**src/rtl/patgen_pkg.sv**
```systemverilog
package patgen_pkg;
  typedef enum logic {PAT_PULSE = 1'b0, PAT_RUNS = 1'b1} pat_kind_e;

  localparam int SKIP_CODE = 2;
  localparam int LEN_OFFSET = 2;

  function automatic bit code_is_ok(int code);
    return code != SKIP_CODE;
  endfunction

  function automatic int period_len(int code);
    return code + LEN_OFFSET;
  endfunction
endpackage

```
**src/rtl/patgen_len_dec.sv**
```systemverilog
module patgen_len_dec #(
  parameter int CODE_W = 3,
  parameter int TAP_W  = 4
) (
  input  logic [CODE_W-1:0] code,
  output logic [TAP_W-1:0]  tap,
  output logic              valid
);
  // tap index = L - 1 = code + 1
  always_comb begin
    tap   = TAP_W'(patgen_pkg::period_len(int'(code)) - 1);
    valid = patgen_pkg::code_is_ok(int'(code));
  end
endmodule

```
**src/rtl/patgen_ring.sv**
```systemverilog
module patgen_ring #(
  parameter int MAX_LEN = 9,
  parameter int TAP_W   = 4
) (
  input  logic             clk,
  input  logic             rst,
  input  logic             init_runs,
  input  logic             runs_q,
  input  logic [TAP_W-1:0] tap,
  input  logic             valid,
  input  logic             adv,
  output logic             bit_o
);
  logic [MAX_LEN-1:0] stage_q;
  logic [MAX_LEN-1:0] live_mask;
  logic               tap_bit;
  logic               feedback;

  always_comb begin
    tap_bit  = stage_q[tap];
    feedback = runs_q ? ~tap_bit : tap_bit;
    for (int i = 0; i < MAX_LEN; i++) begin
      live_mask[i] = (i <= int'(tap));
    end
  end

  always_ff @(posedge clk) begin
    if (rst) begin
      stage_q <= {{(MAX_LEN-1){1'b0}}, ~init_runs};
      bit_o   <= 1'b0;
    end else if (adv) begin
      stage_q <= {stage_q[MAX_LEN-2:0], feedback};
      bit_o   <= valid & tap_bit;
    end
  end

  AST_SINGLE_ONE: assert property (@(posedge clk) disable iff (rst)
    (valid && !runs_q) |-> ($countones(stage_q & live_mask) == 1));

  AST_PULSE_NARROW: assert property (@(posedge clk) disable iff (rst)
    (valid && !runs_q && bit_o && adv) |=> !bit_o);
endmodule

```
**src/rtl/patgen_serial_src.sv**
```systemverilog
module patgen_serial_src #(
  parameter int CODE_W     = 3,
  parameter int NUM_COPIES = 2
) (
  input  logic              clk,
  input  logic              rst,
  input  logic              shift_en_n,
  input  logic              pat_type,
  input  logic [CODE_W-1:0] len_code,
  output logic              ser_out,
  output logic              ref_out,
  output logic              cfg_bad
);
  localparam int MAX_LEN = (1 << CODE_W) + 1;
  localparam int TAP_W   = $clog2(MAX_LEN);

  logic                  runs_q;
  logic [CODE_W-1:0]     code_q;
  logic [TAP_W-1:0]      tap;
  logic                  valid;
  logic [NUM_COPIES-1:0] copy_bit;

  always_ff @(posedge clk) begin
    if (rst) begin
      runs_q  <= pat_type;
      code_q  <= len_code;
      cfg_bad <= !patgen_pkg::code_is_ok(int'(len_code));
    end
  end

  patgen_len_dec #(.CODE_W(CODE_W), .TAP_W(TAP_W)) dec_i (
    .code  (code_q),
    .tap   (tap),
    .valid (valid)
  );

  for (genvar g = 0; g < NUM_COPIES; g++) begin : g_copy
    patgen_ring #(.MAX_LEN(MAX_LEN), .TAP_W(TAP_W)) ring_i (
      .clk       (clk),
      .rst       (rst),
      .init_runs (pat_type),
      .runs_q    (runs_q),
      .tap       (tap),
      .valid     (valid),
      .adv       (!shift_en_n),
      .bit_o     (copy_bit[g])
    );
  end

  assign ser_out = copy_bit[0];
  assign ref_out = copy_bit[NUM_COPIES-1];

  AST_IDLE_HOLD: assert property (@(posedge clk) disable iff (rst)
    shift_en_n |=> $stable(ser_out));

  AST_BAD_QUIET: assert property (@(posedge clk) disable iff (rst)
    cfg_bad |-> !ser_out);

  AST_COPY_MATCH: assert property (@(posedge clk) disable iff (rst)
    ser_out == ref_out);
endmodule

```
**config.mk**
```make
export PLATFORM = sky130hd
export DESIGN_NAME = patgen_serial_src
export DESIGN_NICKNAME = d
export VERILOG_FILES = /design/src/rtl/patgen_pkg.sv /design/src/rtl/patgen_len_dec.sv /design/src/rtl/patgen_ring.sv /design/src/rtl/patgen_serial_src.sv
export SDC_FILE = /design/constraint.sdc
export NUM_CORES = 1
export LEC_CHECK = 0
export CELL_PAD_IN_SITES_DETAIL_PLACEMENT = 0
export CELL_PAD_IN_SITES_GLOBAL_PLACEMENT = 1
export CORE_MARGIN = 5
export CORE_UTILIZATION = 37
export CTS_CLUSTER_DIAMETER = 80
export DETAILED_ROUTE_END_ITERATION = 10
export GPL_ROUTABILITY_DRIVEN = 0
export GPL_TIMING_DRIVEN = 0
export PLACE_DENSITY_LB_ADDON = 0.1
export SYNTH_ARGS = -nofsm -noshare
export SYNTH_HDL_FRONTEND = slang
export SYNTH_SLANG_ARGS = --single-unit
```
**constraint.sdc**
```tcl
create_clock -name clk -period 5.2 [get_ports clk]
set_input_delay 0.52 -clock clk [delete_from_list [all_inputs] [get_ports clk]]
set_output_delay 0.52 -clock clk [all_outputs]
set_load 0.02 [all_outputs]
```
==> run metrics <==
Floorplan Core Area 0.003078 sq mm; final hold violations 0; initial antenna violation count 0; final critical delay including setup and external delays 2.599 ns; number of buffers created by CTS 3; fraction of synthesized cell area in xor and xnor cells 0%; mean area per synthesized cell 11.42 sq um; kind of end point of the critical path flop; launch instance of the worst register-to-register path code_q[0]$_DFFE_PP_; status completed; share of cell area taken by muxes after synthesis 23.60%; area growth from synthesis to layout 13.59%; horizontal die dimension 66.65 microns; number of max-cap violations 0; HPWL after detailed placement 1.587 mm; delay contributed by the slowest stage of the critical path 0.56 ns; critical path, cell by cell inv_2 > ha_1 > buf_6 > mux2_1 > a222oi_1 > and4_1 > o31ai_2; largest family of logic cells by synthesized area multiplexers; Routed Antenna Nets 0; LEAKAGE 0.5516 nW; global-route total usage across every layer 11.21%; instance area after placement 0.001323 sq mm; post-route clock skew 0.002135 ns; IR Drop Worst-Case VDD 0.08686 mV; IO Port Bufs 8; total routed wirelength 2.209 mm; count of pins over their slew limit 0; CTS sink cnt 25; post-synthesis sequential element count 25; simple-gate portion of the synthesized area 13.49%; height of the chip 66.65 microns; clock latency on the worst-skew pair 0.31 ns; worst hold stages 1; net count of the finished layout 126; Cells after Synth 104; critical hold path startpoint g_copy[1].ring_i.bit_o$_SDFFE_PP0N_; number of global-route vias before repair 755; CP arrival 2.68 ns; DRC violations left 0; Worst R2R End g_copy[1].ring_i.stage_q[0]$_DFFE_PP_; Post-Syn Nets 113; total die area 0.004442 sq mm; unrepaired setup endpoints after global routing false; adder-cell area share of the yosys netlist 2.107%; required time reported for the critical path endpoint 5.28 ns; critical-path maximum fanout 7; aggregate negative setup slack 0 ns; proportion of layout cells with a drive suffix above 1 12.07%; cell with the largest stage delay on the worst path sky130_fd_sc_hd__edfxtp_1; maximum number of pins on one net before global-route repair 14; root buffer cell sky130_fd_sc_hd__clkbuf_4; number of post-CTS setup repair buffers 0; Tcrit/Tclk final 49.98%; Worst Hold Endpoint g_copy[1].ring_i.bit_o$_SDFFE_PP0N_; Warnings, synthesis 0; final design instance area without fill 0.001349 sq mm; Starting DRT DRC Count 37; cell count of the worst reg-to-reg path 7; worst slew margin relative to its limit 61.33%; Placed Cells 156; CP Launch Point code_q[0]$_DFFE_PP_; wire length of the first global-routing pass 3.677 mm; maximum level of the CTS H-tree 1; setup slack of the worst register-to-register path 2.60 ns; first-pass iteration count of the detailed router 5; power density over the cells 259.2 mW/mm^2; mapped cell area 0.001187 sq mm; clock tree from TritonCTS done; final worst hold slack 0.4912 ns; pin slew with the least headroom to its limit 0.5801 ns; path class of the lowest-slack min-delay path reg -> reg; # rows 20; complex-gate fraction of the synthesized area 9.062%; overflow left after global routing 0; CTS resizes 0; end-of-flow core utilization 43.82%; achievable frequency 384.8 MHz; Netlist cell types 32; Vias per Instance 4.925; routed via count 788; initial core utilization 38.58%; worst setup path class reg -> reg; detail-routed net length per standard cell 13.81 microns; kind of start point of the critical path flop; top-level I/O count 10; proportion of synthesized chip area in sequential cells 48.05%; Worst-path clk slew 0.13 ns; number of diodes 0; clock tree buffer depth 2; post-layout instance count excluding filler cells 160; total of endpoints with negative setup slack in the final report 0; hold buffer count at cts 0
[logic make-up after synthesis]
kind of cell,after synthesis
compound gates,12
fa+ha+maj,2
buf+inv,9
flops,25
mux,24
simple gates,32
[routing by layer]
layer	global-route usage (%)	vias to the layer above	wire (microns)
met4	5.330	0	18
li1	-	408	-
met1	15.48	366	1117
met3	2.530	2	82
met2	16.34	12	990
met5	0	-	0
[worst max path at each step]
| stage | to | depth (start not counted) | slack [ns] |
|---|---|---|---|
| final | g_copy[1].ring_i.stage_q[0]$_DFFE_PP_ | 7 | 2.60 |
| after global routing | g_copy[1].ring_i.stage_q[0]$_DFFE_PP_ | 7 | 2.51 |
| after floorplan | g_copy[1].ring_i.stage_q[0]$_DFFE_PP_ | 8 | 2.93 |
| after CTS | g_copy[1].ring_i.stage_q[0]$_DFFE_PP_ | 7 | 2.62 |
| after detailed placement | g_copy[1].ring_i.stage_q[0]$_DFFE_PP_ | 7 | 2.67 |
| after global placement | g_copy[1].ring_i.stage_q[0]$_DFFE_PP_ | 7 | 2.64 |
[layout by cell type (no fill, tap or decap), types with 3 or more instances in the layout]
cell	instances
sky130_fd_sc_hd__edfxtp_1	7
sky130_fd_sc_hd__dfxtp_1	18
sky130_fd_sc_hd__mux2i_1	16
sky130_fd_sc_hd__mux2_1	4
sky130_fd_sc_hd__inv_1	3
sky130_fd_sc_hd__clkbuf_4	3
sky130_fd_sc_hd__clkdlybuf4s50_1	8
sky130_fd_sc_hd__nor2_1	18
sky130_fd_sc_hd__nand2_1	3
[cell usage after synthesis]
master	count	area, sq um
sky130_fd_sc_hd__or2b_1	1	7.510
sky130_fd_sc_hd__buf_6	1	11.26
sky130_fd_sc_hd__clkbuf_1	1	3.750
sky130_fd_sc_hd__and2b_2	1	8.760
sky130_fd_sc_hd__a211oi_1	1	7.510
sky130_fd_sc_hd__mux2_1	4	45.04
sky130_fd_sc_hd__nor2_1	18	67.56
sky130_fd_sc_hd__mux4_1	2	52.55
sky130_fd_sc_hd__nand4_1	1	6.260
sky130_fd_sc_hd__nor4_2	1	12.51
sky130_fd_sc_hd__a21oi_1	1	5.000
sky130_fd_sc_hd__nor2b_1	1	6.260
sky130_fd_sc_hd__and4_1	2	17.52
sky130_fd_sc_hd__mux2i_1	16	160.2
sky130_fd_sc_hd__ha_1	2	25.02
sky130_fd_sc_hd__a22oi_2	2	25.02
sky130_fd_sc_hd__edfxtp_1	7	210.2
sky130_fd_sc_hd__nor3_1	1	5.000
sky130_fd_sc_hd__a222oi_1	2	20.02
sky130_fd_sc_hd__a31oi_1	2	12.51
sky130_fd_sc_hd__mux2_2	2	22.52
sky130_fd_sc_hd__o31ai_1	1	7.510
sky130_fd_sc_hd__nand2_1	3	11.26
sky130_fd_sc_hd__a22o_1	2	17.52
sky130_fd_sc_hd__nor3b_1	1	7.510
sky130_fd_sc_hd__inv_2	1	3.750
sky130_fd_sc_hd__o31ai_2	1	12.51
sky130_fd_sc_hd__buf_1	1	3.750
sky130_fd_sc_hd__inv_1	3	11.26
sky130_fd_sc_hd__dfxtp_1	18	360.4
sky130_fd_sc_hd__nand3_1	2	10.01
sky130_fd_sc_hd__buf_2	2	10.01
[flip-flops by register name, summed over array words and instances, names as in the netlist]
register / flops
g_copy.ring_i.stage_q: 18
code_q: 3
g_copy.ring_i.bit_o: 2
cfg_bad: 1
runs_q: 1
[layout make-up]
type | instances | area [sq um]
timing repair buffer | 8 | 80.08
multi-input combinational | 70 | 573.1
buffer | 5 | 28.78
fill | 299 | 1729
inverter | 4 | 15.01
tap | 44 | 55.05
clock buffer | 4 | 26.28
sequential | 25 | 570.5
[per-stage QoR]
| step | power, mW | setup slack, ns |
|---|---|---|
| after global routing | 0.3714 | 2.509 |
| after floorplan | 0.2525 | 2.933 |
| after CTS | 0.3578 | 2.617 |
| final | 0.3496 | 2.601 |
| after global placement | 0.2684 | 2.641 |
| after detailed placement | 0.2685 | 2.671 |
[critical path: cells and delay by family (launching register included)]
kind	cells	cell delay, ns
buffers and inverters	2	0.26
multiplexers	1	0.34
adder cells (fa/ha/maj)	1	0.32
AO/OA/AOI/OAI	2	0.59
AND/OR/NAND/NOR	1	0.29
flip-flops	1	0.56
[power breakdown]
group,switching (mW),internal (mW)
combinational,0.0251,0.0236
clock,0.0560,0.0300
sequential,0.00637,0.209
total,0.0875,0.262
Power figures use the tool's default switching activity.
